### src/rtl/rtu_pkg.sv
package rtu_pkg;

  typedef enum logic [3:0] {
    OP_LOAD   = 4'd0,
    OP_ADDSUB = 4'd1,
    OP_INC    = 4'd2,
    OP_DEC    = 4'd3,
    OP_ONES   = 4'd4,
    OP_TWOS   = 4'd5,
    OP_RSUB   = 4'd6,
    OP_AND    = 4'd7,
    OP_OR     = 4'd8,
    OP_XOR    = 4'd9,
    OP_SHL    = 4'd10,
    OP_SHR    = 4'd11,
    OP_COPY   = 4'd12
  } rtu_op_e;

  // Opcodes 13..15 name no transfer.
  function automatic logic op_known(input logic [3:0] op);
    return op <= 4'd12;
  endfunction

  // Operations whose carry-out is recorded in the flag.
  function automatic logic op_sets_carry(input logic [3:0] op);
    return (op == OP_ADDSUB) || (op == OP_INC) || (op == OP_DEC) ||
           (op == OP_TWOS) || (op == OP_RSUB);
  endfunction

endpackage

### src/rtl/rtu_alu.sv
module rtu_alu #(
  parameter int W = 8
) (
  input  logic [3:0]   op,
  input  logic         sub_mode,
  input  logic [W-1:0] a,
  input  logic [W-1:0] b,
  input  logic [W-1:0] ext,
  output logic [W-1:0] res,
  output logic         carry
);
  import rtu_pkg::*;

  localparam logic [W:0] ONE_X  = (W+1)'(1);
  localparam logic [W:0] ONES_X = {1'b0, {W{1'b1}}};

  // Result in the low W bits, carry-out in bit W.
  function automatic logic [W:0] alu_fn(input logic [3:0] f,
                                        input logic m,
                                        input logic [W-1:0] x,
                                        input logic [W-1:0] y,
                                        input logic [W-1:0] e);
    logic [W:0] xe, ye, nxe, nye;
    xe  = {1'b0, x};
    ye  = {1'b0, y};
    nxe = {1'b0, ~x};
    nye = {1'b0, ~y};
    case (f)
      OP_LOAD:   return {1'b0, e};
      OP_ADDSUB: return m ? (xe + nye + ONE_X) : (xe + ye);
      OP_INC:    return xe + ONE_X;
      OP_DEC:    return xe + ONES_X;
      OP_ONES:   return nxe;
      OP_TWOS:   return nxe + ONE_X;
      OP_RSUB:   return ye + nxe + ONE_X;
      OP_AND:    return {1'b0, x & y};
      OP_OR:     return {1'b0, x | y};
      OP_XOR:    return {1'b0, x ^ y};
      OP_SHL:    return {1'b0, x[W-2:0], 1'b0};
      OP_SHR:    return {1'b0, 1'b0, x[W-1:1]};
      OP_COPY:   return {1'b0, x};
      default:   return {1'b0, x};
    endcase
  endfunction

  logic [W:0] full;

  always_comb begin
    full  = alu_fn(op, sub_mode, a, b, ext);
    res   = full[W-1:0];
    carry = full[W];
  end

endmodule

### src/rtl/rtu_ctl.sv
module rtu_ctl #(
  parameter int NREG = 4,
  parameter int NCTL = 2
) (
  input  logic                    clk,
  input  logic                    rst,
  input  logic [3:0]              op,
  input  logic [NCTL-1:0]         var_in,
  input  logic [NCTL-1:0]         mask_in,
  input  logic [$clog2(NREG)-1:0] dst,
  output logic                    fire,
  output logic                    carry_en,
  output logic [NREG-1:0]         we_vec
);
  import rtu_pkg::*;

  localparam int SW = $clog2(NREG);

  logic cond_true;

  always_comb begin
    cond_true = |(var_in & mask_in);
    fire      = cond_true && op_known(op);
    carry_en  = fire && op_sets_carry(op);
  end

  for (genvar i = 0; i < NREG; i++) begin : g_we
    assign we_vec[i] = fire && (dst == SW'(i));
  end

  assert_we_onehot_R10: assert property (@(posedge clk) disable iff (rst)
    $onehot0(we_vec));

  assert_no_we_when_false_R2: assert property (@(posedge clk) disable iff (rst)
    !cond_true |-> (we_vec == '0));

endmodule

### src/rtl/rtu_slot.sv
module rtu_slot #(
  parameter int W = 8
) (
  input  logic         clk,
  input  logic         rst,
  input  logic         we,
  input  logic [W-1:0] d,
  output logic [W-1:0] q
);

  logic [W-1:0] nxt;

  // Load-controlled feedback: a 2-to-1 mux in front of the flops.
  always_comb nxt = we ? d : q;

  always_ff @(posedge clk) begin
    if (rst) q <= '0;
    else     q <= nxt;
  end

  assert_slot_hold_R10: assert property (@(posedge clk) disable iff (rst)
    !we |=> $stable(q));

endmodule

### src/rtl/microop_reg_unit.sv
module microop_reg_unit #(
  parameter int W    = 8,
  parameter int NREG = 4,
  parameter int NCTL = 2
) (
  input  logic                    clk,
  input  logic                    rst,
  input  logic [3:0]              op_sel,
  input  logic                    mode_sub,
  input  logic [NCTL-1:0]         ctl_var,
  input  logic [NCTL-1:0]         ctl_mask,
  input  logic [$clog2(NREG)-1:0] dst_sel,
  input  logic [$clog2(NREG)-1:0] srca_sel,
  input  logic [$clog2(NREG)-1:0] srcb_sel,
  input  logic [W-1:0]            load_data,
  output logic [NREG*W-1:0]       reg_view,
  output logic                    carry_flag
);

  logic [W-1:0]    reg_q [NREG];
  logic [NREG-1:0] we_vec;
  logic            fire, carry_en;
  logic [W-1:0]    opa, opb, alu_res;
  logic            alu_carry;
  logic            carry_q;

  rtu_ctl #(.NREG(NREG), .NCTL(NCTL)) ctl_i (
    .clk(clk), .rst(rst), .op(op_sel), .var_in(ctl_var), .mask_in(ctl_mask),
    .dst(dst_sel), .fire(fire), .carry_en(carry_en), .we_vec(we_vec)
  );

  always_comb begin
    opa = reg_q[srca_sel];
    opb = reg_q[srcb_sel];
  end

  rtu_alu #(.W(W)) alu_i (
    .op(op_sel), .sub_mode(mode_sub), .a(opa), .b(opb), .ext(load_data),
    .res(alu_res), .carry(alu_carry)
  );

  for (genvar i = 0; i < NREG; i++) begin : g_slot
    rtu_slot #(.W(W)) slot_i (
      .clk(clk), .rst(rst), .we(we_vec[i]), .d(alu_res), .q(reg_q[i])
    );
    assign reg_view[i*W +: W] = reg_q[i];
  end

  always_ff @(posedge clk) begin
    if (rst)           carry_q <= 1'b0;
    else if (carry_en) carry_q <= alu_carry;
  end

  assign carry_flag = carry_q;

  assert_quiet_when_false_R2: assert property (@(posedge clk) disable iff (rst)
    !fire |=> ($stable(reg_view) && $stable(carry_flag)));

  assert_carry_hold_R11: assert property (@(posedge clk) disable iff (rst)
    !carry_en |=> $stable(carry_flag));

  assert_carry_capture_R3: assert property (@(posedge clk) disable iff (rst)
    carry_en |=> (carry_flag == $past(alu_carry)));

  assert_dst_written_R12: assert property (@(posedge clk) disable iff (rst)
    fire |=> (reg_view[$past(dst_sel)*W +: W] == $past(alu_res)));

endmodule

### config.mk
export PLATFORM = sky130hd
export DESIGN_NAME = microop_reg_unit
export DESIGN_NICKNAME = d
export VERILOG_FILES = /design/src/rtl/rtu_pkg.sv /design/src/rtl/rtu_alu.sv /design/src/rtl/rtu_ctl.sv /design/src/rtl/rtu_slot.sv /design/src/rtl/microop_reg_unit.sv
export SDC_FILE = /design/constraint.sdc
export NUM_CORES = 1
export LEC_CHECK = 0
export BUFFER_PORTS_ARGS = -buffer_cell sky130_fd_sc_hd__buf_2
export CAP_MARGIN = 40
export CORE_AREA = 2 2 98 147
export DETAILED_ROUTE_END_ITERATION = 7
export DIE_AREA = 0 0 100 149
export PLACE_DENSITY = 0.45
export SYNTH_ARGS = -nofsm -noshare
export SYNTH_HDL_FRONTEND = slang
export SYNTH_SLANG_ARGS = --single-unit
export TNS_END_PERCENT = 30
### constraint.sdc
create_clock -name clk -period 9.4 [get_ports clk]
set_clock_uncertainty 0.05 [all_clocks]
set_input_delay 1.41 -clock clk [delete_from_list [all_inputs] [get_ports clk]]
set_output_delay 1.41 -clock clk [all_outputs]
set_load 0.05 [all_outputs]
==> key figures, run 1 <==
GRT
  • Maximum number of pins on one net before global-route repair: 30
  • Total GRT Usage: 20.6%
  • Number of antenna violations at the first check in global routing: 0
  • Wire length of the first global-routing pass: 23700 µm
  • Number of global-route vias before repair: 4168
  • Leftover overflow at the end of global routing: 0
  • Met2 track demand over resource in global routing: 39.2%
  • Global Route met1 Usage: 23.0%
  • Layer with the highest usage after global routing: met2
  • GRT met3 Usage: 1.50%

Setup path
  • Maximum fanout along the worst path: 19
  • Crit path capture type: flip-flop
  • Kind of launch point of the worst setup path: primary input
  • Critical path class: in -> reg
  • Required @ worst endpoint: 9520 ps
  • Worst reg-to-reg setup slack: 5600 ps
  • R2r endpoint: g_slot[0].slot_i.q[7]$_SDFFE_PP0P_
  • Depth of the worst register-to-register path: 10
  • Data arrival time of the critical path: 5100 ps
  • Startpoint of the most critical register-to-register path: g_slot[3].slot_i.q[2]$_SDFFE_PP0P_

Worst hold path
  • Beginning of the worst hold path: g_slot[0].slot_i.q[0]$_SDFFE_PP0P_
  • Path type of the worst min-delay path: reg -> reg
  • Worst-case hold path end point: g_slot[0].slot_i.q[0]$_SDFFE_PP0P_
  • Hold Crit Depth: 2

CTS
  • Number of buffers inserted by hold repair at cts: 0
  • # H-tree levels: 2
  • Clock latency reported for the late side of the worst-skew pair: 280 ps
  • Resized Gates After CTS: 0
  • CTS tree: done
  • CTS Root Cell: sky130_fd_sc_hd__clkbuf_16
  • Clock buffer count from CTS: 5
  • Num Clock Sinks: 33
  • Buffers inserted during post-CTS setup optimization: 0
  • Post-CTS clock slew at the launch and capture registers of the worst setup and hold paths: 60 ps
  • Max Buffers Root-to-Sink: 2

Final layout
  • Proportion of layout cells with a drive suffix above 1: 19.8%
  • End-of-flow core utilization: 33.0%
  • Count of nets after finishing: 592
  • Filler cells: 1506
  • Non-filler cells, final: 696
  • Register area: 661 µm²
  • Summed area of non-filler cells in the final layout: 0.00455 mm²
  • Area of combinational cells with multiple inputs: 0.00307 mm²
  • Number of antenna repair diodes: 0
  • Post-synthesis to final-layout area growth: 13.9%

Timing
  • Final Cycle Share: 53.0%
  • Final WS setup: 4420 ps
  • Worst hold slack across all endpoints: 445 ps
  • Post-Route Setup TNS: 0 ps
  • Achievable clock frequency: 201 MHz
  • Final critical delay including setup and external delays: 4980 ps
  • Final-report max-slew violation count: 0
  • Worst-case headroom to the max-slew limit: 50.8%
  • Final Hold Fails: 0
  • Worst-margin pin slew: 733 ps
  • Setup repair after global routing missed its margin: no
  • # setup viols final: 0

Power
  • Net Sw Power: 0.168 mW
  • Combinational cell fraction of total power: 31.8%
  • Switching part of the total: 33.8%
  • Int Power: 0.329 mW
  • Areal power density over the cells: 109 mW/mm²
  • Sum of internal, switching and leakage power: 0.498 mW
  • Reg power frac: 29.7%
  • Maximum resistive drop on vdd: 0.000127 V
  • Clock network power share: 38.5%
  • P_leak: 1.82 nW

Drt
  • Detailed-route wire length: 15500 µm
  • DRC violations left: 0
  • Drt first-iter violations: 293
  • Detailed-routing iteration count for the pre-antenna-repair pass: 6
  • Wire per inst: 22.3 µm
  • Via count: 4271
  • Number of nets still failing antenna checks after routing: 0
  • Via density per instance: 6.14

Yosys
  • Fraction of post-synthesis cell area in the top cell type by area: 16.5%
  • Cell types occupying the most area after synthesis: sky130_fd_sc_hd__dfxtp_1 17%, sky130_fd_sc_hd__ha_1 11%, sky130_fd_sc_hd__mux4_2 9.0%, sky130_fd_sc_hd__o21ai_0 4.4%, sky130_fd_sc_hd__mux2i_1 3.5%
  • Average cell area after synthesis: 8.05 µm²
  • Number of flops mapped to enable cells by yosys: 0
  • Portion of the post-synthesis area used by sequential elements: 16.5%
  • Yosys warning count: 0
  • Count of distinct cell types in the synthesized netlist: 75
  • Cell count after synthesis: 496
  • Yosys reg bits: 33
  • Most common library cells after synthesis: 35 x sky130_fd_sc_hd__nand2_1, 35 x sky130_fd_sc_hd__o21ai_0, 34 x sky130_fd_sc_hd__ha_1
  • Biggest area consumer among synthesized cells: sky130_fd_sc_hd__dfxtp_1
  • Mapped Nets: 558
  • Fraction of synthesis flops using an asynchronous set or reset pin: 0%
  • Main synth FF type: sky130_fd_sc_hd__dfxtp_1
  • Netlist Area Pre-Place: 0.00400 mm²

Floorplan
  • IO Pins: 58
  • Number of placement rows: 53
  • Core area: 0.0138 mm²
  • Die Area: 0.0149 mm²
  • Width of the chip: 100 µm
  • Initial cell density of the core: 29.0%
  • Vert. Die Dim: 149 µm

Placement
  • Half-perimeter wire length after placement: 12200 µm
  • Post-Place Cells: 688
  • Weighted congestion reported at the end of routability-driven placement: 0.926
  • Worst slack, placed: 4210 ps
  • Cell area reported after detailed placement: 0.00438 mm²
  • Number of port buffers: 57

Status
  • Status: finished clean

Run
  • Max-cap viol count: 0
-- worst max-delay path by stage --
stage	end	slack [ps]	from	cells past startpoint
floorplan	g_slot[0].slot_i.q[7]$_SDFFE_PP0P_	4770	srcb_sel[0]	12
global placement	g_slot[2].slot_i.q[7]$_SDFFE_PP0P_	4270	srca_sel[0]	11
detailed placement	g_slot[0].slot_i.q[7]$_SDFFE_PP0P_	4210	srca_sel[0]	11
CTS	g_slot[0].slot_i.q[7]$_SDFFE_PP0P_	4500	srca_sel[0]	11
global route	g_slot[0].slot_i.q[7]$_SDFFE_PP0P_	4270	srca_sel[0]	11
finish	g_slot[0].slot_i.q[7]$_SDFFE_PP0P_	4420	srca_sel[0]	11
-- layout make-up --
cell class                      count  share of cell area [%]
Multi-Input combinational cell    398                    67.5
Sequential cell                    33                    14.5
Timing Repair Buffer               63                    7.26
Tap cell                          165                    4.54
Clock buffer                        7                    3.13
Inverter                           29                    2.39
Clock inverter                      1                   0.660
-- sequential cells by signal, indices dropped and copies added, names as in the netlist --
| register | count |
|---|---|
| g_slot.slot_i.q | 32 |
| carry_flag | 1 |
-- cell usage in the layout (no fill, tap or decap), types with 4 or more instances in the layout --
master	count
sky130_fd_sc_hd__nand2b_1	5
sky130_fd_sc_hd__ha_1	34
sky130_fd_sc_hd__a21oi_1	22
sky130_fd_sc_hd__o32ai_1	9
sky130_fd_sc_hd__o21ai_0	35
sky130_fd_sc_hd__a32o_1	5
sky130_fd_sc_hd__mux2i_1	14
sky130_fd_sc_hd__o221ai_1	7
sky130_fd_sc_hd__inv_1	28
sky130_fd_sc_hd__nor3_1	17
sky130_fd_sc_hd__nand4_1	4
sky130_fd_sc_hd__and3_1	13
sky130_fd_sc_hd__mux4_2	16
sky130_fd_sc_hd__buf_2	57
sky130_fd_sc_hd__buf_4	6
sky130_fd_sc_hd__dfxtp_1	33
sky130_fd_sc_hd__a211oi_1	8
sky130_fd_sc_hd__a31oi_1	8
sky130_fd_sc_hd__nor2_1	26
sky130_fd_sc_hd__nand3_1	21
sky130_fd_sc_hd__or2_2	5
sky130_fd_sc_hd__clkbuf_16	5
sky130_fd_sc_hd__a21o_1	4
sky130_fd_sc_hd__nor2b_1	9
sky130_fd_sc_hd__nand2_1	35
sky130_fd_sc_hd__o31ai_1	15
sky130_fd_sc_hd__o22ai_1	8
sky130_fd_sc_hd__xnor2_1	8
sky130_fd_sc_hd__nor3b_1	5
-- power groups by stage --
| stage | registers (mW) | logic (mW) | clock network (mW) |
|---|---|---|---|
| after CTS | 0.148 | 0.156 | 0.195 |
| after global routing | 0.148 | 0.170 | 0.199 |
| final | 0.148 | 0.158 | 0.192 |
| after floorplan | 0.163 | 0.0993 | 0 |
| after global placement | 0.151 | 0.156 | 0 |
| after detailed placement | 0.151 | 0.156 | 0 |
-- cells by family (layout without fill, tap and decap cells) --
kind of cell | after synthesis | count (layout) | synth area share [%]
XOR/XNOR | 10 | 10 | 2.19
flip-flops | 33 | 33 | 16.5
buffers and inverters | 65 | 100 | 6.58
AO/OA/AOI/OAI | 161 | 161 | 28.6
adder cells (fa/ha/maj) | 37 | 37 | 12.2
multiplexers | 31 | 31 | 12.8
AND/OR/NAND/NOR | 159 | 159 | 21.1
-- layer usage --
| metal | wire length (µm) | part of all wire, % |
|---|---|---|
| met5 | 0 | 0 |
| met4 | 617 | 4.0 |
| met3 | 663 | 4.3 |
| met2 | 8340 | 54 |
| met1 | 5890 | 38 |
-- worst max-delay path, stage by stage --
cell	delay, ps
sky130_fd_sc_hd__buf_2	310
sky130_fd_sc_hd__mux4_2	750
sky130_fd_sc_hd__inv_1	200
sky130_fd_sc_hd__ha_1	410
sky130_fd_sc_hd__o21ai_0	350
sky130_fd_sc_hd__o21bai_1	140
sky130_fd_sc_hd__a2111oi_0	660
sky130_fd_sc_hd__o41a_1	200
sky130_fd_sc_hd__a32o_1	150
sky130_fd_sc_hd__o211ai_1	200
sky130_fd_sc_hd__a31o_2	310
No activity file was read; power rests on OpenSTA's default activity.
==> run 2, diff against run 1 <==
--- a/config.mk
+++ b/config.mk
@@ -5,11 +5,12 @@
 export SDC_FILE = /design/constraint.sdc
 export NUM_CORES = 1
 export LEC_CHECK = 0
+export ABC_AREA = 1
 export BUFFER_PORTS_ARGS = -buffer_cell sky130_fd_sc_hd__buf_2
 export CAP_MARGIN = 40
-export CORE_AREA = 2 2 98 147
+export CORE_AREA = 2 2 100 151
 export DETAILED_ROUTE_END_ITERATION = 7
-export DIE_AREA = 0 0 100 149
+export DIE_AREA = 0 0 102 153
 export PLACE_DENSITY = 0.45
 export SYNTH_ARGS = -nofsm -noshare
 export SYNTH_HDL_FRONTEND = slang
==> constraint.sdc (replaced) <==
create_clock -name clk -period 5 [get_ports clk]
set_clock_uncertainty 0.05 [all_clocks]
set_input_delay 0.75 -clock clk [delete_from_list [all_inputs] [get_ports clk]]
set_output_delay 0.75 -clock clk [all_outputs]
set_load 0.05 [all_outputs]
==> key figures, run 2 <==
Status
  • Status: finished clean (unchanged)

Yosys
  • Yosys reg bits: 33 (unchanged)
  • Mapped Nets: 763 (was 558)
  • Cell types occupying the most area after synthesis: sky130_fd_sc_hd__nand2_1 17%, sky130_fd_sc_hd__dfxtp_1 16%, sky130_fd_sc_hd__ha_1 10%, sky130_fd_sc_hd__o21ai_0 7.4%, sky130_fd_sc_hd__nand3_1 7.1% (was sky130_fd_sc_hd__dfxtp_1 17%, sky130_fd_sc_hd__ha_1 11%, sky130_fd_sc_hd__mux4_2 9.0%, sky130_fd_sc_hd__o21ai_0 4.4%, sky130_fd_sc_hd__mux2i_1 3.5%)
  • Netlist Area Pre-Place: 0.00422 mm² (was 0.00400 mm²)
  • Yosys warning count: 0 (unchanged)
  • Portion of the post-synthesis area used by sequential elements: 15.7% (was 16.5%)
  • Main synth FF type: sky130_fd_sc_hd__dfxtp_1 (unchanged)
  • Average cell area after synthesis: 6.02 µm² (was 8.05 µm²)
  • Number of flops mapped to enable cells by yosys: 0 (unchanged)
  • Dominant cell by count in the synthesized netlist: sky130_fd_sc_hd__nand2_1
  • Biggest area consumer among synthesized cells: sky130_fd_sc_hd__nand2_1 (was sky130_fd_sc_hd__dfxtp_1)
  • Cell count after synthesis: 701 (was 496)
  • Count of distinct cell types in the synthesized netlist: 44 (was 75)
  • Fraction of post-synthesis cell area in the top cell type by area: 17.3% (was 16.5%)
  • Fraction of synthesis flops using an asynchronous set or reset pin: 0% (unchanged)
  • Most common library cells after synthesis: 194 x sky130_fd_sc_hd__nand2_1, 72 x sky130_fd_sc_hd__inv_1, 62 x sky130_fd_sc_hd__o21ai_0 (was 35 x sky130_fd_sc_hd__nand2_1, 35 x sky130_fd_sc_hd__o21ai_0, 34 x sky130_fd_sc_hd__ha_1)

Drt
  • Number of nets still failing antenna checks after routing: 0 (unchanged)
  • Met3 wirelength from detailed routing: 610 µm (was 663 µm)
  • Wire per inst: 17.0 µm (was 22.3 µm)
  • Routed met1 length: 5980 µm (was 5890 µm)
  • Detailed-routing iteration count for the pre-antenna-repair pass: 5 (was 6)
  • Routed met2 length: 8750 µm (was 8340 µm)
  • Drt first-iter violations: 239 (was 293)
  • Detailed-route wire length: 16000 µm (was 15500 µm)
  • Top Metal Used: met4 (unchanged)
  • DRC violations left: 0 (unchanged)
  • Via density per instance: 5.00 (was 6.14)
  • Via count: 4705 (was 4271)

Floorplan
  • Number of placement rows: 54 (was 53)
  • IO Pins: 58 (unchanged)
  • Width of the chip: 102 µm (was 100 µm)
  • Initial cell density of the core: 29.4% (was 29.0%)
  • Core area: 0.0143 mm² (was 0.0138 mm²)
  • Vert. Die Dim: 153 µm (was 149 µm)
  • Die Area: 0.0156 mm² (was 0.0149 mm²)

Final layout
  • Post-synthesis to final-layout area growth: 13.6% (was 13.9%)
  • Count of nets after finishing: 806 (was 592)
  • Leading cell type in the layout, fill and taps excluded: sky130_fd_sc_hd__nand2_1 (was sky130_fd_sc_hd__buf_2)
  • Number of flip-flops under the largest register name: 32 (unchanged)
  • Summed area of non-filler cells in the final layout: 0.00479 mm² (was 0.00455 mm²)
  • Number of antenna repair diodes: 0 (unchanged)
  • Most frequent cells in the layout: 194 x sky130_fd_sc_hd__nand2_1, 72 x sky130_fd_sc_hd__inv_1, 62 x sky130_fd_sc_hd__o21ai_0, 60 x sky130_fd_sc_hd__nand3_1, 57 x sky130_fd_sc_hd__buf_2 (was 57 x sky130_fd_sc_hd__buf_2, 35 x sky130_fd_sc_hd__o21ai_0, 35 x sky130_fd_sc_hd__nand2_1, 34 x sky130_fd_sc_hd__ha_1, 33 x sky130_fd_sc_hd__dfxtp_1)
  • Register name with the most flops: g_slot.slot_i.q (unchanged)
  • Proportion of layout cells with a drive suffix above 1: 16.6% (was 19.8%)

Run
  • Max-cap viol count: 0 (unchanged)

Setup path
  • CP Launch Point: srcb_sel[0] (was srca_sel[0])
  • Critical path class: in -> reg (unchanged)
  • Cell repeated most along the worst path: sky130_fd_sc_hd__nand2_1
  • Bufs and invs on worst path: 4 (was 2)
  • Required @ worst endpoint: 5120 ps (was 9520 ps)
  • CP max stage delay: 560 ps (was 750 ps)
  • Data arrival time of the critical path: 4000 ps (was 5100 ps)
  • Startpoint of the most critical register-to-register path: g_slot[0].slot_i.q[2]$_SDFFE_PP0P_ (was g_slot[3].slot_i.q[2]$_SDFFE_PP0P_)
  • Largest delay share family, worst path: compound AO/OA/AOI/OAI gates (unchanged)
  • R2r endpoint: g_slot[3].slot_i.q[3]$_SDFFE_PP0P_ (was g_slot[0].slot_i.q[7]$_SDFFE_PP0P_)
  • Series of cell instances along the critical path: buf_2 > inv_1 > nand2_1 > a32oi_1 > inv_1 > ha_1 > nor2_1 > inv_1 > o21ai_0 > nand2_1 > o21ai_0 > nand2_1 > nand3_1 > nand3_1 > nor2_1 > nand2_1 > nand2_1 > a21oi_1 (was buf_2 > mux4_2 > inv_1 > ha_1 > o21ai_0 > o21bai_1 > a2111oi_0 > o41a_1 > a32o_1 > o211ai_1 > a31o_2)
  • Kind of launch point of the worst setup path: primary input (unchanged)
  • Maximum fanout along the worst path: 18 (was 19)
  • Path length in cells of the critical path: 18 (was 11)
  • Cell type of the slowest stage on the worst timing path: sky130_fd_sc_hd__a32oi_1 (was sky130_fd_sc_hd__mux4_2)
  • Crit path capture type: flip-flop (unchanged)
  • Worst reg-to-reg setup slack: 1790 ps (was 5600 ps)
  • Depth of the worst register-to-register path: 18 (was 10)

Power
  • Switching part of the total: 42.9% (was 33.8%)
  • Net Sw Power: 0.466 mW (was 0.168 mW)
  • Reg power frac: 26.9% (was 29.7%)
  • Combinational cell fraction of total power: 42.7% (was 31.8%)
  • Areal power density over the cells: 227 mW/mm² (was 109 mW/mm²)
  • P_leak: 2.34 nW (was 1.82 nW)
  • Sum of internal, switching and leakage power: 1.09 mW (was 0.498 mW)
  • Maximum resistive drop on vdd: 0.000240 V (was 0.000127 V)
  • Int Power: 0.620 mW (was 0.329 mW)
  • Clock network power share: 30.4% (was 38.5%)

CTS
  • Resized Gates After CTS: 0 (unchanged)
  • Clock buffer count from CTS: 5 (unchanged)
  • Buffers inserted during post-CTS setup optimization: 0 (unchanged)
  • Num Clock Sinks: 33 (unchanged)
  • CTS tree: done (unchanged)
  • Post-CTS clock slew at the launch and capture registers of the worst setup and hold paths: 60 ps (about the same)
  • # H-tree levels: 2 (unchanged)
  • Max Buffers Root-to-Sink: 2 (unchanged)
  • Number of buffers inserted by hold repair at cts: 0 (unchanged)
  • Clock latency reported for the late side of the worst-skew pair: 280 ps (about the same)
  • CTS Root Cell: sky130_fd_sc_hd__clkbuf_16 (unchanged)

Timing
  • Final-report max-slew violation count: 0 (unchanged)
  • # setup viols final: 0 (unchanged)
  • Worst-case headroom to the max-slew limit: 44.6% (was 50.8%)
  • Achievable clock frequency: 257 MHz
  • Worst hold slack across all endpoints: 523 ps (was 445 ps)
  • Setup repair after global routing missed its margin: no (unchanged)
  • Post-Route Setup TNS: 0 ps (unchanged)
  • Final critical delay including setup and external delays: 3890 ps
  • Worst-margin pin slew: 831 ps (was 733 ps)
  • Final Cycle Share: 77.7%
  • Final Hold Fails: 0 (unchanged)

Placement
  • Number of port buffers: 57 (unchanged)
  • Weighted congestion reported at the end of routability-driven placement: 0.912 (was 0.926)
  • Half-perimeter wire length after placement: 13300 µm (was 12200 µm)
  • Cell area reported after detailed placement: 0.00463 mm² (was 0.00438 mm²)

GRT
  • Leftover overflow at the end of global routing: 0 (unchanged)
  • Maximum number of pins on one net before global-route repair: 33 (was 30)
  • Total GRT Usage: 20.5% (was 20.6%)
  • Number of antenna violations at the first check in global routing: 0 (unchanged)
  • Number of global-route vias before repair: 4443 (was 4168)
  • Wire length of the first global-routing pass: 24700 µm (was 23700 µm)

Worst hold path
  • Worst-case hold path end point: carry_flag$_SDFFE_PP0P_ (was g_slot[0].slot_i.q[0]$_SDFFE_PP0P_)
  • Beginning of the worst hold path: carry_flag$_SDFFE_PP0P_ (was g_slot[0].slot_i.q[0]$_SDFFE_PP0P_)
  • Path type of the worst min-delay path: reg -> reg (unchanged)
  • Hold Crit Depth: 4 (was 2)
run 2: changes by cell type after synthesis, moves of 16 or more:
| cell | change |
|---|---|
| sky130_fd_sc_hd__nand2_1 | +159 |
| sky130_fd_sc_hd__inv_1 | +44 |
| sky130_fd_sc_hd__nand3_1 | +39 |
| sky130_fd_sc_hd__a21oi_1 | +27 |
| sky130_fd_sc_hd__o21ai_0 | +27 |
| sky130_fd_sc_hd__nor2_1 | +26 |
| sky130_fd_sc_hd__mux4_2 | -16 |
run 2: kinds of logic (layout without fill, tap and decap cells):
kind of cell               after synthesis  in the layout  synth area share, %
xor gates and xnor gates                 3              3                0.623
DFF                                     33             33                 15.7
adders and majority gates               37             37                 11.5
buffers and inverters                  104            148                 10.8
AOI/OAI and AO/OA                      146            146                 19.5
and+or+nand+nor                        378            378                 41.9
run 2: how the worst max path moves through the flow:
stage	to	slack, ps
4_1_cts	g_slot[3].slot_i.q[3]$_SDFFE_PP0P_	1120
3_3_place_gp	g_slot[0].slot_i.q[3]$_SDFFE_PP0P_	940
3_5_place_dp	g_slot[3].slot_i.q[3]$_SDFFE_PP0P_	830
6_report	g_slot[3].slot_i.q[3]$_SDFFE_PP0P_	1110
5_1_grt	g_slot[1].slot_i.q[5]$_SDFFE_PP0P_	610
2_1_floorplan	g_slot[0].slot_i.q[7]$_SDFFE_PP0P_	1450
run 2: area by class of cell:
class / instances / area, µm²
Clock buffer: 7 / 153
Clock inverter: 1 / 5.00
Inverter: 78 / 300
Multi-Input combinational cell: 564 / 3100
Tap cell: 196 / 245
Sequential cell: 33 / 661
Timing Repair Buffer: 62 / 323
Fill cell: 1655 / 9530
run 2: power groups by stage:
stage,logic (mW),clock network (mW),registers [mW]
3_3_place_gp,0.462,0,0.297
5_1_grt,0.515,0.341,0.294
3_5_place_dp,0.463,0,0.297
6_report,0.464,0.330,0.292
4_1_cts,0.464,0.335,0.292
2_1_floorplan,0.297,0,0.340
run 2: worst reg2reg max path, cell delays in order, from the launching register on:
cell	delay (ps)
sky130_fd_sc_hd__dfxtp_1	390
sky130_fd_sc_hd__inv_1	60
sky130_fd_sc_hd__nor2_1	90
sky130_fd_sc_hd__inv_1	50
sky130_fd_sc_hd__a32oi_1	420
sky130_fd_sc_hd__inv_1	120
sky130_fd_sc_hd__ha_1	460
sky130_fd_sc_hd__nor2_1	220
sky130_fd_sc_hd__inv_1	50
sky130_fd_sc_hd__o21ai_0	380
sky130_fd_sc_hd__nand2_1	120
sky130_fd_sc_hd__o21ai_0	100
sky130_fd_sc_hd__nand2_1	60
sky130_fd_sc_hd__nand3_1	70
sky130_fd_sc_hd__nand3_1	80
sky130_fd_sc_hd__nor2_1	100
sky130_fd_sc_hd__nand2_1	50
sky130_fd_sc_hd__nand2_1	120
sky130_fd_sc_hd__a21oi_1	90
run 2: per-stage QoR:
step	setup WS (ps)	utilization (%)	std cells
6_report	1110	33.4	941
5_1_grt	608	33.4	941
4_1_cts	1120	33.4	941
3_5_place_dp	832	32.3	933
3_3_place_gp	939	32.3	933
2_1_floorplan	1450	-	701
run 2: per-layer routing:
layer,GRT usage (%),vias to the layer above
li1,-,2401
met1,22.7,2119
met2,38.5,154
met3,1.69,31
met4,9.33,0
met5,0,-
==> run 3, diff against run 2 <==
--- a/config.mk
+++ b/config.mk
@@ -5,13 +5,13 @@
 export SDC_FILE = /design/constraint.sdc
 export NUM_CORES = 1
 export LEC_CHECK = 0
-export ABC_AREA = 1
+export ABC_AREA = 0
 export BUFFER_PORTS_ARGS = -buffer_cell sky130_fd_sc_hd__buf_2
 export CAP_MARGIN = 40
-export CORE_AREA = 2 2 100 151
+export CORE_AREA = 2 2 98 147
 export DETAILED_ROUTE_END_ITERATION = 7
-export DIE_AREA = 0 0 102 153
-export PLACE_DENSITY = 0.45
+export DIE_AREA = 0 0 100 149
+export PLACE_DENSITY = 0.46
 export SYNTH_ARGS = -nofsm -noshare
 export SYNTH_HDL_FRONTEND = slang
 export SYNTH_SLANG_ARGS = --single-unit
==> constraint.sdc (replaced) <==
create_clock -name clk -period 3.35 [get_ports clk]
set_clock_uncertainty 0.05 [all_clocks]
set_input_delay 0.5025 -clock clk [delete_from_list [all_inputs] [get_ports clk]]
set_output_delay 0.5025 -clock clk [all_outputs]
set_load 0.05 [all_outputs]
==> key figures, run 3 (synthesized netlist as in run 1, its figures left out) <==
Status
  • Status: finished clean (unchanged)

Timing
  • Final Hold Fails: 0 (unchanged)
  • Final critical delay including setup and external delays: 3240 ps
  • Final WS setup: 105 ps (was 1110 ps)
  • Final-report max-slew violation count: 0 (unchanged)
  • Worst-case headroom to the max-slew limit: 56.4% (was 44.6%)
  • # setup viols final: 0 (unchanged)
  • Worst-margin pin slew: 647 ps (was 831 ps)
  • Final Cycle Share: 96.9%
  • Achievable clock frequency: 308 MHz
  • Post-Route Setup TNS: 0 ps (unchanged)

CTS
  • Max Buffers Root-to-Sink: 2 (unchanged)
  • # H-tree levels: 2 (unchanged)
  • CTS Root Cell: sky130_fd_sc_hd__clkbuf_16 (unchanged)
  • Clock latency reported for the late side of the worst-skew pair: 280 ps (about the same)
  • Post-CTS clock slew at the launch and capture registers of the worst setup and hold paths: 50 ps (was 60 ps)
  • CTS tree: done (unchanged)
  • Clock buffer count from CTS: 5 (unchanged)
  • Num Clock Sinks: 33 (unchanged)

Placement
  • Worst slack, placed: -320 ps (was 832 ps)
  • Cell area reported after detailed placement: 0.00501 mm² (was 0.00463 mm²)
  • Half-perimeter wire length after placement: 13600 µm (was 13300 µm)
  • Weighted congestion reported at the end of routability-driven placement: 0.897 (was 0.912)
  • Number of port buffers: 57 (unchanged)

GRT
  • Number of global-route vias before repair: 4509 (was 4443)
  • Number of antenna violations at the first check in global routing: 0 (unchanged)
  • Maximum number of pins on one net before global-route repair: 29 (was 33)
  • Total GRT Usage: 22.2% (was 20.5%)
  • Leftover overflow at the end of global routing: 0 (unchanged)
  • Wire length of the first global-routing pass: 25300 µm (was 24700 µm)

Final layout
  • Register name with the most flops: g_slot.slot_i.q (unchanged)
  • Count of nets after finishing: 674 (was 806)
  • Leading cell type in the layout, fill and taps excluded: sky130_fd_sc_hd__buf_4 (was sky130_fd_sc_hd__nand2_1)
  • Number of flip-flops under the largest register name: 32 (unchanged)
  • Summed area of non-filler cells in the final layout: 0.00536 mm² (was 0.00479 mm²)
  • Post-synthesis to final-layout area growth: 34.1% (was 13.6%)
  • Number of antenna repair diodes: 0 (unchanged)
  • Most frequent cells in the layout: 85 x sky130_fd_sc_hd__buf_4, 55 x sky130_fd_sc_hd__buf_2, 35 x sky130_fd_sc_hd__nand2_1, 33 x sky130_fd_sc_hd__dfxtp_1, 32 x sky130_fd_sc_hd__o21ai_0 (was 194 x sky130_fd_sc_hd__nand2_1, 72 x sky130_fd_sc_hd__inv_1, 62 x sky130_fd_sc_hd__o21ai_0, 60 x sky130_fd_sc_hd__nand3_1, 57 x sky130_fd_sc_hd__buf_2)
  • Proportion of layout cells with a drive suffix above 1: 34.4% (was 16.6%)

Floorplan
  • Core area: 0.0138 mm² (was 0.0143 mm²)
  • Die Area: 0.0149 mm² (was 0.0156 mm²)
  • Initial cell density of the core: 29.0% (was 29.4%)
  • IO Pins: 58 (unchanged)
  • Vert. Die Dim: 149 µm (was 153 µm)
  • Width of the chip: 100 µm (was 102 µm)
  • Number of placement rows: 53 (was 54)

Setup path
  • Bufs and invs on worst path: 3 (was 4)
  • Cell repeated most along the worst path: sky130_fd_sc_hd__buf_4 (was sky130_fd_sc_hd__nand2_1)
  • Required @ worst endpoint: 3480 ps (was 5120 ps)
  • Series of cell instances along the critical path: buf_8 > mux4_2 > ha_4 > buf_4 > buf_4 > a211oi_4 > o21bai_2 > a2111oi_4 > o41a_1 > a32o_1 > o211ai_1 > a31o_2 (was buf_2 > inv_1 > nand2_1 > a32oi_1 > inv_1 > ha_1 > nor2_1 > inv_1 > o21ai_0 > nand2_1 > o21ai_0 > nand2_1 > nand3_1 > nand3_1 > nor2_1 > nand2_1 > nand2_1 > a21oi_1)
  • Data arrival time of the critical path: 3370 ps (was 4000 ps)
  • CP max stage delay: 560 ps (about the same)
  • Largest delay share family, worst path: compound AO/OA/AOI/OAI gates (unchanged)
  • Kind of launch point of the worst setup path: primary input (unchanged)
  • Cell type of the slowest stage on the worst timing path: sky130_fd_sc_hd__mux4_2 (was sky130_fd_sc_hd__a32oi_1)
  • Critical path class: in -> reg (unchanged)
  • Crit path capture type: flip-flop (unchanged)
  • Maximum fanout along the worst path: 4 (was 18)

Drt
  • DRC violations left: 0 (unchanged)
  • Detailed-route wire length: 16400 µm (was 16000 µm)
  • Drt first-iter violations: 323 (was 239)
  • Via density per instance: 5.79 (was 5.00)
  • Detailed-routing iteration count for the pre-antenna-repair pass: 5 (unchanged)
  • Via count: 4507 (was 4705)
  • Wire per inst: 21.1 µm (was 17.0 µm)
  • Number of nets still failing antenna checks after routing: 0 (unchanged)

Power
  • Maximum resistive drop on vdd: 0.000346 V (was 0.000240 V)
  • Areal power density over the cells: 269 mW/mm² (was 227 mW/mm²)
  • P_leak: 2.27 nW (was 2.34 nW)

Worst hold path
  • Path type of the worst min-delay path: reg -> reg (unchanged)

Run
  • Max-cap viol count: 0 (unchanged)
[run 3: final timing paths]
| check | cells past startpoint | slack (ps) | start | to |
|---|---|---|---|---|
| max | 12 | 110 | srcb_sel[0] | g_slot[2].slot_i.q[7]$_SDFFE_PP0P_ |
| min | 2 | 440 | g_slot[2].slot_i.q[0]$_SDFFE_PP0P_ | g_slot[2].slot_i.q[0]$_SDFFE_PP0P_ |
| max reg2reg | 11 | 110 | g_slot[3].slot_i.q[1]$_SDFFE_PP0P_ | g_slot[2].slot_i.q[6]$_SDFFE_PP0P_ |
| min reg2reg | 2 | 440 | g_slot[2].slot_i.q[0]$_SDFFE_PP0P_ | g_slot[2].slot_i.q[0]$_SDFFE_PP0P_ |
[run 3: routing by layer]
| layer | GRT usage [%] | vias to the layer above | routed length, µm |
|---|---|---|---|
| li1 | - | 2135 | - |
| met1 | 24.2 | 2150 | 6070 |
| met2 | 40.8 | 178 | 8830 |
| met3 | 1.73 | 44 | 560 |
| met4 | 14.3 | 0 | 959 |
| met5 | 0 | - | 0 |
[run 3: timing repair]
item,CTS,global route
setup endpoints to repair,5,21
pin swaps,0,19
setup buffers,0,4
resized for setup,2,34
hold buffers,0,0
[run 3: metrics by stage]
stage,cells,hold WS (ps),total power [mW],utilization (%)
2_1_floorplan,496,639,0.744,-
5_1_grt,778,471,1.51,38.9
4_1_cts,774,446,1.42,37.6
3_3_place_gp,766,428,0.928,36.3
6_report,778,445,1.44,38.9
3_5_place_dp,766,438,0.932,36.3
[run 3: power by group]
part           total (mW)  leakage [nW]  switching, mW  internal, mW
clock network       0.480        0.0799          0.166         0.314
registers           0.415         0.267         0.0108         0.404
logic               0.546          1.92          0.325         0.221
total                1.44          2.27          0.501         0.940
[run 3: worst min-delay path: cells and delay by family, from the launching register on]
kind | cells | cell delay (ps)
mux | 1 | 50
flops | 1 | 330
simple gates | 1 | 60
[run 3: layout make-up]
| cell class | count | area [µm²] |
|---|---|---|
| flip-flops and latches | 33 | 661 |
| clock buffers | 7 | 153 |
| inverters | 29 | 109 |
| fillers | 1471 | 8430 |
| repair buffers | 145 | 981 |
| well taps | 165 | 206 |
| multi-input cells | 398 | 3240 |
| clock inverters | 1 | 5.00 |
